## config.mk

```make
export PLATFORM = sky130hd
export DESIGN_NAME = gpio_irq_port
export DESIGN_NICKNAME = d
export VERILOG_FILES = /design/src/rtl/gpio_irq_pkg.sv /design/src/rtl/gpio_bus_decode.sv /design/src/rtl/gpio_in_sync.sv /design/src/rtl/gpio_ctl_reg.sv /design/src/rtl/gpio_trig_detect.sv /design/src/rtl/gpio_irq_port.sv
export SDC_FILE = /design/constraint.sdc
export NUM_CORES = 1
export LEC_CHECK = 0
export BUFFER_PORTS_ARGS = -buffer_cell sky130_fd_sc_hd__buf_2
export CORE_ASPECT_RATIO = 1.75
export CORE_MARGIN = 5
export CORE_UTILIZATION = 63
export DETAILED_ROUTE_END_ITERATION = 12
export MAX_ROUTING_LAYER = met4
export PLACE_DENSITY = 0.84
export SLEW_MARGIN = 30
export SYNTH_ARGS = -nofsm -noshare
export SYNTH_HDL_FRONTEND = slang
export SYNTH_SLANG_ARGS = --single-unit
```

## constraint.sdc

```tcl
create_clock -name clk -period 3.35 [get_ports clk]
set_input_delay 0.8375 -clock clk [delete_from_list [all_inputs] [get_ports clk]]
set_output_delay 0.8375 -clock clk [all_outputs]
set_load 0.02 [all_outputs]
```

## src/rtl/gpio_irq_pkg.sv

```systemverilog
package gpio_irq_pkg;

    localparam int NUM_REGS  = 8;
    localparam int REG_IDX_W = $clog2(NUM_REGS);
    localparam int OFF_W     = 4;
    localparam int ADDR_W    = REG_IDX_W + OFF_W;

    typedef enum logic [REG_IDX_W-1:0] {
        RI_DOUT = 3'd0,
        RI_DIN  = 3'd1,
        RI_OE   = 3'd2,
        RI_SEL  = 3'd3,
        RI_IEN  = 3'd4,
        RI_LVL  = 3'd5,
        RI_POL  = 3'd6,
        RI_STAT = 3'd7
    } reg_idx_e;

    typedef enum logic [1:0] {
        AL_BASE = 2'd0,
        AL_SET  = 2'd1,
        AL_CLR  = 2'd2,
        AL_NONE = 2'd3
    } alias_e;

    typedef struct packed {
        logic [NUM_REGS-1:0] load;
        logic [NUM_REGS-1:0] set;
        logic [NUM_REGS-1:0] clr;
    } wr_strobe_t;

    function automatic alias_e decode_alias(input logic [OFF_W-1:0] off);
        case (off)
            4'h0:    return AL_BASE;
            4'h4:    return AL_SET;
            4'h8:    return AL_CLR;
            default: return AL_NONE;
        endcase
    endfunction

    // lvl: 0 edge, 1 level; pol: 0 falling/low, 1 rising/high
    function automatic logic trig_hit(input logic lvl, input logic pol,
                                      input logic cur, input logic prev);
        logic at_active;
        at_active = (cur == pol);
        if (lvl)
            return at_active;
        return at_active && (prev != pol);
    endfunction

endpackage

```

## src/rtl/gpio_bus_decode.sv

```systemverilog
module gpio_bus_decode
    import gpio_irq_pkg::*;
(
    input  logic                 bus_wr,
    input  logic [ADDR_W-1:0]    bus_addr,
    output wr_strobe_t           strobe,
    output logic [REG_IDX_W-1:0] reg_idx,
    output logic                 alias_ok
);
    alias_e acc;

    always_comb begin
        acc      = decode_alias(bus_addr[OFF_W-1:0]);
        reg_idx  = bus_addr[ADDR_W-1:OFF_W];
        alias_ok = (acc != AL_NONE);
        strobe   = '0;
        if (bus_wr) begin
            case (acc)
                AL_BASE: strobe.load[reg_idx] = 1'b1;
                AL_SET:  strobe.set[reg_idx]  = 1'b1;
                AL_CLR:  strobe.clr[reg_idx]  = 1'b1;
                default: ;
            endcase
        end
    end
endmodule

```

## src/rtl/gpio_in_sync.sv

```systemverilog
module gpio_in_sync #(
    parameter int WIDTH = 32
) (
    input  logic             clk,
    input  logic             rst,
    input  logic [WIDTH-1:0] pin_in,
    output logic [WIDTH-1:0] cur,
    output logic [WIDTH-1:0] prev
);
    logic [WIDTH-1:0] meta_q;

    always_ff @(posedge clk) begin
        if (rst) begin
            meta_q <= '0;
            cur    <= '0;
            prev   <= '0;
        end else begin
            meta_q <= pin_in;
            cur    <= meta_q;
            prev   <= cur;
        end
    end
endmodule

```

## src/rtl/gpio_ctl_reg.sv

```systemverilog
module gpio_ctl_reg #(
    parameter int WIDTH     = 32,
    parameter bit SW_LOAD   = 1'b1,
    parameter bit SW_SET    = 1'b1
) (
    input  logic             clk,
    input  logic             rst,
    input  logic             wr_load,
    input  logic             wr_set,
    input  logic             wr_clr,
    input  logic [WIDTH-1:0] wdata,
    input  logic [WIDTH-1:0] hw_set,
    output logic [WIDTH-1:0] q
);
    logic [WIDTH-1:0] nxt;

    always_comb begin
        nxt = q;
        if (SW_LOAD && wr_load) nxt = wdata;
        if (SW_SET && wr_set)   nxt = nxt | wdata;
        if (wr_clr)             nxt = nxt & ~wdata;
        nxt = nxt | hw_set;
    end

    always_ff @(posedge clk) begin
        if (rst) q <= '0;
        else     q <= nxt;
    end


    generate
        if (SW_SET) begin : g_set_chk
            r3_set_alias_chk: assert property (@(posedge clk) disable iff (rst)
                wr_set |=> ((q & $past(q | wdata)) == $past(q | wdata)));
        end
    endgenerate
endmodule

```

## src/rtl/gpio_trig_detect.sv

```systemverilog
module gpio_trig_detect
    import gpio_irq_pkg::*;
#(
    parameter int WIDTH = 32
) (
    input  logic [WIDTH-1:0] sel,
    input  logic [WIDTH-1:0] lvl,
    input  logic [WIDTH-1:0] pol,
    input  logic [WIDTH-1:0] cur,
    input  logic [WIDTH-1:0] prev,
    output logic [WIDTH-1:0] hit
);
    for (genvar i = 0; i < WIDTH; i++) begin : g_pin
        assign hit[i] = sel[i] & trig_hit(lvl[i], pol[i], cur[i], prev[i]);
    end
endmodule

```

## src/rtl/gpio_irq_port.sv

```systemverilog
module gpio_irq_port
    import gpio_irq_pkg::*;
#(
    parameter int NPINS = 32
) (
    input  logic              clk,
    input  logic              rst,
    input  logic              bus_wr,
    input  logic              bus_rd,
    input  logic [ADDR_W-1:0] bus_addr,
    input  logic [NPINS-1:0]  bus_wdata,
    output logic [NPINS-1:0]  bus_rdata,
    input  logic [NPINS-1:0]  pin_in,
    output logic [NPINS-1:0]  pin_out,
    output logic [NPINS-1:0]  pin_oe,
    output logic              irq_out
);
    wr_strobe_t           strobe;
    logic [REG_IDX_W-1:0] reg_idx;
    logic                 alias_ok;
    logic [NPINS-1:0]     din_s;
    logic [NPINS-1:0]     din_p;
    logic [NPINS-1:0]     hit;
    logic [NPINS-1:0]     regv [NUM_REGS];

    gpio_bus_decode u_dec (
        .bus_wr   (bus_wr),
        .bus_addr (bus_addr),
        .strobe   (strobe),
        .reg_idx  (reg_idx),
        .alias_ok (alias_ok)
    );

    gpio_in_sync #(.WIDTH(NPINS)) u_sync (
        .clk    (clk),
        .rst    (rst),
        .pin_in (pin_in),
        .cur    (din_s),
        .prev   (din_p)
    );

    for (genvar g = 0; g < NUM_REGS; g++) begin : g_reg
        if (g == int'(RI_DIN)) begin : g_in
            assign regv[g] = din_s;
        end else begin : g_rw
            localparam bit IS_STAT = (g == int'(RI_STAT));
            gpio_ctl_reg #(
                .WIDTH   (NPINS),
                .SW_LOAD (!IS_STAT),
                .SW_SET  (!IS_STAT)
            ) u_reg (
                .clk     (clk),
                .rst     (rst),
                .wr_load (strobe.load[g]),
                .wr_set  (strobe.set[g]),
                .wr_clr  (strobe.clr[g]),
                .wdata   (bus_wdata),
                .hw_set  (IS_STAT ? hit : '0),
                .q       (regv[g])
            );
        end
    end

    gpio_trig_detect #(.WIDTH(NPINS)) u_det (
        .sel  (regv[RI_SEL]),
        .lvl  (regv[RI_LVL]),
        .pol  (regv[RI_POL]),
        .cur  (din_s),
        .prev (din_p),
        .hit  (hit)
    );

    always_ff @(posedge clk) begin
        if (rst)
            bus_rdata <= '0;
        else if (bus_rd)
            bus_rdata <= alias_ok ? regv[reg_idx] : '0;
    end

    assign pin_out = regv[RI_DOUT];
    assign pin_oe  = regv[RI_OE];
    assign irq_out = |(regv[RI_STAT] & regv[RI_IEN]);

    logic [NPINS-1:0] stat_clr_mask;
    logic [NPINS-1:0] lvl_hold;
    assign stat_clr_mask = strobe.clr[RI_STAT] ? bus_wdata : '0;
    assign lvl_hold      = regv[RI_SEL] & regv[RI_LVL] & ~(din_s ^ regv[RI_POL]);


    r8_sticky_chk: assert property (@(posedge clk) disable iff (rst)
        1'b1 |=> ((~regv[RI_STAT] & $past(regv[RI_STAT]) & ~$past(stat_clr_mask)) == '0));


    r9_sel_gate_chk: assert property (@(posedge clk) disable iff (rst)
        1'b1 |=> ((regv[RI_STAT] & ~$past(regv[RI_STAT]) & ~$past(regv[RI_SEL])) == '0));


    r7_level_hold_chk: assert property (@(posedge clk) disable iff (rst)
        1'b1 |=> (($past(lvl_hold) & ~regv[RI_STAT]) == '0));


    r10_irq_src_chk: assert property (@(posedge clk) disable iff (rst)
        irq_out |-> (regv[RI_STAT] != '0 && regv[RI_IEN] != '0));
endmodule

```

==> results of run 1 <==
[power breakdown]
group / switching [mW] / leakage (nW) / internal (mW)
registers: 0.0414 / 2.85 / 4.24
clock network: 1.57 / 0.501 / 1.96
logic: 0.363 / 3.04 / 0.192
[final timing paths]
| kind | slack, ns | startpoint | to |
|---|---|---|---|
| max reg2reg | 1.98 | g_reg[7].g_rw.u_reg.q[1] | bus_rdata[1] |
| max | 0.22 | g_reg[4].g_rw.u_reg.q[26] | irq_out |
| min | 0.44 | u_sync.meta_q[17] | u_sync.cur[17] |
| min reg2reg | 0.44 | u_sync.meta_q[17] | u_sync.cur[17] |
[metrics by stage]
step	util (%)	cells	worst slack, ns	hold WS [ns]
after floorplan	-	1682	0.985	0.414
after global placement	68.4	2055	0.507	0.416
after detailed placement	68.8	2060	0.568	0.424
after CTS	72.9	2114	0.247	0.440
after global routing	72.9	2114	0.205	0.453
final	72.9	2114	0.219	0.438
[sequential cells by signal, indices dropped and copies added (netlist names)]
name	flops
u_sync.prev	32
bus_rdata	32
g.g_rw.u_reg.q	224
u_sync.meta_q	32
u_sync.cur	32
[layout make-up]
class                           count  area, um2  share of cell area (%)
Inverter                           64        240                    1.37
Sequential cell                   352       7050                    40.2
Timing Repair Buffer              218       1360                    7.75
Multi-Input combinational cell   1118       7500                    42.8
Clock inverter                     10       75.1                   0.428
Clock buffer                       44        915                    5.22
Tap cell                          308        385                    2.20
[logic make-up after synthesis]
logic type / after synthesis / synth area share, %
DFF: 352 / 45.9
muxes: 64 / 9.24
buffers and inverters: 212 / 5.88
xor gates and xnor gates: 4 / 0.228
and+or+nand+nor: 536 / 17.1
AOI/OAI and AO/OA: 514 / 21.7
[cells in the final DEF (no fill, tap or decap), types with 4 or more instances in the layout]
cell                          n
sky130_fd_sc_hd__a211oi_1     6
sky130_fd_sc_hd__a21oi_1     70
sky130_fd_sc_hd__a221o_1     31
sky130_fd_sc_hd__a22oi_1     17
sky130_fd_sc_hd__a31o_1      30
sky130_fd_sc_hd__a31oi_1     31
sky130_fd_sc_hd__and2_1      32
sky130_fd_sc_hd__buf_12       7
sky130_fd_sc_hd__buf_2      168
sky130_fd_sc_hd__buf_4       37
sky130_fd_sc_hd__buf_8        4
sky130_fd_sc_hd__clkbuf_1     4
sky130_fd_sc_hd__clkbuf_16   31
sky130_fd_sc_hd__clkbuf_8     9
sky130_fd_sc_hd__clkinv_2     9
sky130_fd_sc_hd__dfxtp_1    352
sky130_fd_sc_hd__inv_1       64
sky130_fd_sc_hd__mux4_2      62
sky130_fd_sc_hd__nand2_1    186
sky130_fd_sc_hd__nand2b_1    32
sky130_fd_sc_hd__nand4_1      6
sky130_fd_sc_hd__nor2_1      94
sky130_fd_sc_hd__nor2_2       4
sky130_fd_sc_hd__nor2b_1     97
sky130_fd_sc_hd__nor3_1      62
sky130_fd_sc_hd__o21ai_0    159
sky130_fd_sc_hd__o22ai_1     93
sky130_fd_sc_hd__o32ai_1     60
[metal layers]
layer  GRT usage [%]  vias up  wire length [um]  share of wire (%)
met5               -        -                 0                  0
met4            23.8        0              3730                7.7
met3            5.42      276              4600                9.5
met2            55.9      926             23000                 48
met1            41.0     6734             16900                 35
li1                -     6291                 -                  -
[worst register-to-register path: cells and delay by family (launching register included)]
| kind | cells | cell delay [ns] |
|---|---|---|
| flops | 1 | 0.41 |
| compound gates | 1 | 0.36 |
| mux | 1 | 0.49 |
==> flow_summary.rst, run 1 <==
.. list-table::
   :header-rows: 1

   * - Metric
     - Value
   * - Result of the run
     - completed
   * - Worst min-delay path category
     - reg2reg
   * - Max Clock Freq
     - 319 MHz
   * - Number of enable-type register cells in the synthesized netlist
     - 0
   * - VDD IR max
     - roughly 0.4 mV
   * - Buf+Inv Stages, Crit Path
     - 1
   * - Area delta synth->final
     - 14.1%
   * - Post-DP HPWL
     - roughly 33000 um
   * - Clk sinks
     - 352
   * - Critical path cell sequence
     - a22oi_1 > nand4_1 > or4_1 > buf_2
   * - Number of cells on the critical path
     - 4
   * - Std-Cell Rows
     - between 70 and 80
   * - Count of cell types in the netlist
     - 50
   * - Global routing usage summed across all routing layers
     - 35.3%
   * - Gpl congestion
     - 0.992
   * - Synth top area share
     - 45.9%
   * - Starting Density
     - 63.9%
   * - Ys async rst share
     - 0%
   * - Diode count
     - 0
   * - Syn Nets
     - 1757
   * - Maximum fanout along the worst path
     - 4
   * - Die footprint
     - 0.0277 mm2
   * - Num CTS Buffers
     - 30
   * - Setup Total Neg Slack
     - 0 ns
   * - Final setup vio count
     - 0
   * - Area of the core
     - about 0.024 mm2
   * - Number of cells on the worst hold path
     - 1
   * - Average wire length per cell after detail routing
     - between 20 and 25 um
   * - Wire length of the first global-routing pass
     - 75900 um
   * - Maximum number of pins on one net before global-route repair
     - 82
   * - CP Data Required Time
     - ~2.5 ns
   * - Wire length reported by the detailed router
     - 48300 um
   * - Vias per std cell
     - 6.73
   * - RSZ-0062 raised after global routing
     - false
   * - Length in cells of the worst reg-to-reg path
     - 2
   * - Initial DRC count
     - approximately 1500
   * - Slowest Stage Delay on Critical Path
     - about 0.6 ns
   * - Final instance area
     - 0.0175 mm2
   * - Most used standard cell by instance count after synthesis
     - sky130_fd_sc_hd__dfxtp_1
   * - Power Total
     - roughly 8.4 mW
   * - Top cell types by occurrence after synthesis
     - sky130_fd_sc_hd__dfxtp_1 (352), sky130_fd_sc_hd__nand2_1 (186), sky130_fd_sc_hd__o21ai_0 (159)
   * - Kind of capture point of the worst setup path
     - primary output
   * - Post-synthesis sequential area ratio
     - 45.9%
   * - Register bit count reported by yosys
     - 352
   * - Post-CTS resize count
     - 0
   * - Ratio of total power to cell area
     - 478 mW/mm2
   * - IO Count
     - 172
   * - Port buffer count
     - 171
   * - Clock tree from TritonCTS
     - yes
   * - GRT Residual Overflow
     - 0
   * - Die Ht
     - 217 um
   * - Largest clock skew in the final design
     - 0.0151 ns
   * - Synth top area cells
     - sky130_fd_sc_hd__dfxtp_1 (46%), sky130_fd_sc_hd__mux4_2 (9.1%), sky130_fd_sc_hd__o21ai_0 (5.2%)
   * - Crit start category
     - flip-flop
   * - Total number of vias
     - 14227
   * - Worst slew margin relative to its limit
     - about two fifths
   * - Number of buffers inserted to repair setup after CTS
     - 0
   * - Final hold violations
     - 0
   * - Instance count of the mapped netlist
     - 1682
   * - Die width
     - between 100 and 150 um
   * - Static Leak
     - 6.40 nW
   * - Initial antenna violation count
     - 0
   * - Period utilisation layout
     - 93.5%
   * - Clock root buffer master
     - sky130_fd_sc_hd__clkbuf_16
   * - Clock Pin Slew Worst Setup and Hold Paths
     - approximately 0.07 ns
   * - CP arrival
     - 2.29 ns
   * - Synth Area per Inst
     - 9.13 um2
   * - Share of layout cells above drive strength 1
     - about a fifth
   * - Final Max Slew Viols
     - 0
   * - Clock insertion delay at the later pin of the skew report
     - roughly 0.58 ns
   * - Number of max-cap violations
     - 0
   * - Synthesized cell area
     - between 0.015 and 0.02 mm2
   * - Cell with the biggest individual delay on the critical path
     - sky130_fd_sc_hd__or4_1
   * - Cell family contributing the most delay on the critical path
     - simple AND/OR/NAND/NOR gates
   * - Hold_buf cts
     - 0
   * - Final net count
     - 1859
   * - Transition time at the pin with the least slew margin
     - 0.909 ns
   * - Instance area after placement
     - 0.0165 mm2
   * - Yosys Warn Count
     - 0
   * - Via count of the first global-routing pass
     - 14218
   * - Filler instances
     - 1771
   * - Most frequently used flop master after synthesis
     - sky130_fd_sc_hd__dfxtp_1
   * - Number of remaining DRC errors
     - 0
   * - CTS HTree Levels
     - 1
   * - Final min period
     - 3.13 ns
   * - Critical path start-end classification
     - reg2out
   * - First-pass iteration count of the detailed router
     - 6
   * - Number of nets with antenna violations after routing
     - 0
   * - Cell type with the highest aggregate area in the netlist
     - sky130_fd_sc_hd__dfxtp_1
   * - Maximum buffer depth of the clock tree
     - 3
Power figures use the tool's default switching activity.
==> run 2: changes to the inputs <==
--- a/config.mk
+++ b/config.mk
@@ -5,13 +5,16 @@
 export SDC_FILE = /design/constraint.sdc
 export NUM_CORES = 1
 export LEC_CHECK = 0
+export ABC_CLOCK_PERIOD_IN_PS = 3350
 export BUFFER_PORTS_ARGS = -buffer_cell sky130_fd_sc_hd__buf_2
+export CELL_PAD_IN_SITES_DETAIL_PLACEMENT = 0
+export CELL_PAD_IN_SITES_GLOBAL_PLACEMENT = 1
 export CORE_ASPECT_RATIO = 1.75
 export CORE_MARGIN = 5
-export CORE_UTILIZATION = 63
+export CORE_UTILIZATION = 48
 export DETAILED_ROUTE_END_ITERATION = 12
 export MAX_ROUTING_LAYER = met4
-export PLACE_DENSITY = 0.84
+export PLACE_DENSITY = 0.83
 export SLEW_MARGIN = 30
 export SYNTH_ARGS = -nofsm -noshare
 export SYNTH_HDL_FRONTEND = slang
==> flow_summary.rst, run 2 (synthesized netlist as in run 1, its figures left out) <==
.. list-table::
   :header-rows: 1

   * - Metric
     - Value
   * - Maximum number of pins on one net before global-route repair
     - 94 (+15%)
   * - Number of buffers inserted to repair setup after CTS
     - 0 (unchanged)
   * - Die footprint
     - 0.0358 mm2 (+29%)
   * - Hold_buf cts
     - 0 (unchanged)
   * - Die width
     - 145 um (+13%)
   * - Transition time at the pin with the least slew margin
     - 0.791 ns (-0.118 ns)
   * - Total number of vias
     - 13563 (-4.7%)
   * - Max Clock Freq
     - 333 MHz (+4.4%)
   * - Final min period
     - 3.00 ns (-0.131 ns)
   * - CP arrival
     - 2.16 ns (-0.13 ns)
   * - Period utilisation layout
     - 89.6% (-3.9 points)
   * - IO Count
     - 172 (unchanged)
   * - Initial DRC count
     - 1122 (-27%)
   * - Maximum fanout along the worst path
     - 4 (unchanged)
   * - Kind of capture point of the worst setup path
     - primary output
   * - WL met3
     - 3120 um (-32%)
   * - Vias per std cell
     - 6.12 (-9.1%)
   * - Average wire length per cell after detail routing
     - 22.4 um (-2.0%)
   * - Final setup vio count
     - 0 (unchanged)
   * - Largest clock skew in the final design
     - 0.0148 ns (-0.000394 ns)
   * - Post-DP HPWL
     - 34300 um (+5.0%)
   * - Detailed-routing wirelength on met1
     - 19200 um (+14%)
   * - Area of the core
     - 0.0315 mm2 (+31%)
   * - Final hold violations
     - 0 (unchanged)
   * - Register containing the most flip-flops in the final layout
     - g.g_rw.u_reg.q
   * - VDD IR max
     - 0.452 mV (+13%)
   * - RSZ-0062 raised after global routing
     - false
   * - Starting Density
     - 48.7% (-15 points)
   * - Length in cells of the worst reg-to-reg path
     - 4 (+2)
   * - Top library cells by usage in the layout, fill and taps aside
     - sky130_fd_sc_hd__dfxtp_1 (352), sky130_fd_sc_hd__nand2_1 (186), sky130_fd_sc_hd__buf_2 (168), sky130_fd_sc_hd__o21ai_0 (159), sky130_fd_sc_hd__nor2b_1 (97)
   * - Wire length reported by the detailed router
     - 49600 um (+2.7%)
   * - GRT Residual Overflow
     - 0 (unchanged)
   * - Area delta synth->final
     - 16.8%
   * - Worst slew margin relative to its limit
     - 47.1% (+7.8 points)
   * - Wire length of the first global-routing pass
     - 76200 um (+0.32%)
   * - Highest routed layer
     - met4
   * - Filler instances
     - 2825 (+60%)
   * - Number of nets with antenna violations after routing
     - 0 (unchanged)
   * - Via count of the first global-routing pass
     - 13191 (-7.2%)
   * - Post-CTS resize count
     - 0 (unchanged)
   * - Final net count
     - 1869 (+0.54%)
   * - Gpl congestion
     - 0.910 (-8.3%)
   * - Number of max-cap violations
     - 0 (unchanged)
   * - Std-Cell Rows
     - 86 (+15%)
   * - Final instance area
     - 0.0179 mm2 (+2.4%)
   * - WL met2
     - 24700 um (+7.4%)
   * - Clk sinks
     - 352 (unchanged)
   * - First-pass iteration count of the detailed router
     - 5 (-1)
   * - Critical path start-end classification
     - reg2out
   * - Initial antenna violation count
     - 2 (+2)
   * - Number of cells on the worst hold path
     - 1 (unchanged)
   * - Clock insertion delay at the later pin of the skew report
     - 0.53 ns (-0.05 ns)
   * - Num CTS Buffers
     - 34 (+13%)
   * - Number of flip-flops in the largest register
     - 224 (unchanged)
   * - Number of remaining DRC errors
     - 0 (unchanged)
   * - Clock Pin Slew Worst Setup and Hold Paths
     - 0.07 ns (about the same)
   * - Clock root buffer master
     - sky130_fd_sc_hd__clkbuf_16
   * - Setup Total Neg Slack
     - 0 ns (unchanged)
   * - Die Ht
     - 247 um (+14%)
   * - Result of the run
     - completed
   * - Most frequent standard cell in the layout excluding fill and tap cells
     - sky130_fd_sc_hd__dfxtp_1
   * - CP Data Required Time
     - 2.51 ns (about the same)
   * - Static Leak
     - 6.55 nW (+2.4%)
   * - Crit start category
     - flip-flop
   * - CTS HTree Levels
     - 2 (+1)
   * - Maximum buffer depth of the clock tree
     - 3 (unchanged)
   * - Global routing usage summed across all routing layers
     - 27.5% (-7.8 points)
   * - Clock tree from TritonCTS
     - yes
   * - Share of layout cells above drive strength 1
     - 20.4% (+0.74 points)
   * - Multi-input combinational cell area
     - 0.00749 mm2 (-0.17%)
   * - Reg area
     - 0.00705 mm2 (unchanged)
   * - Ratio of total power to cell area
     - 515 mW/mm2 (+7.9%)
   * - Instance area after placement
     - 0.0166 mm2 (+0.57%)
   * - Port buffer count
     - 171 (unchanged)
   * - Worst min-delay path category
     - reg2reg
   * - Final Max Slew Viols
     - 0 (unchanged)
run 2: changes by cell type in the layout (fill, tap and decap cells not counted), moves of 2 or more:
cell,delta
sky130_fd_sc_hd__clkinvlp_4,+2
sky130_fd_sc_hd__diode_2,+2
sky130_fd_sc_hd__clkinv_2,-7
sky130_fd_sc_hd__clkbuf_16,+6
sky130_fd_sc_hd__bufinv_16,+5
sky130_fd_sc_hd__buf_4,+10
sky130_fd_sc_hd__clkbuf_1,-3
sky130_fd_sc_hd__clkbuf_8,+2
sky130_fd_sc_hd__buf_8,-2
sky130_fd_sc_hd__clkinv_4,+2
run 2: final cells by class:
cell class                 count  share of cell area, %
multi-input combinational   1118                   41.8
sequential                   352                   39.3
timing repair buffer         224                   7.55
clock buffer                  49                   6.03
tap                          396                   2.76
inverter                      64                   1.34
clock inverter                12                   1.24
antenna                        2                 0.0279
run 2: worst paths after layout:
path	slack, ns	startpoint	to
setup reg to reg	1.98	u_sync.cur[30]	bus_rdata[30]
hold reg to reg	0.43	u_sync.meta_q[26]	u_sync.cur[26]
setup / recovery	0.35	g_reg[4].g_rw.u_reg.q[26]	irq_out
hold / removal	0.43	u_sync.meta_q[26]	u_sync.cur[26]
run 2: metrics by stage:
step                worst slack [ns]  util (%)  instances  power, mW  hold slack [ns]
finish                         0.350      56.9       2217       9.24            0.432
global route                   0.266      56.9       2217       9.51            0.451
CTS                            0.333      56.9       2215       9.30            0.437
detailed placement             0.595      52.7       2154       4.92            0.420
global placement               0.645      52.6       2152       4.91            0.418
floorplan                      0.985         -       1682       4.71            0.414
run 2: metal layers:
metal	vias up	GRT usage (%)
met2	581	46.5
met1	6506	32.0
met4	0	13.0
met3	142	4.40
met5	-	-
li1	6334	-
run 2: report_power, final:
part / switching (mW) / internal [mW]
Clock: 1.69 / 2.72
Combinational: 0.362 / 0.192
Sequential: 0.0403 / 4.24
Total: 2.10 / 7.15
run 2: worst max-delay path, stage by stage (launching register included):
cell and delay, ns:
sky130_fd_sc_hd__dfxtp_1 0.34, sky130_fd_sc_hd__a22oi_1 0.36, sky130_fd_sc_hd__nand4_1 0.14, sky130_fd_sc_hd__or4_1 0.59, sky130_fd_sc_hd__buf_2 0.20
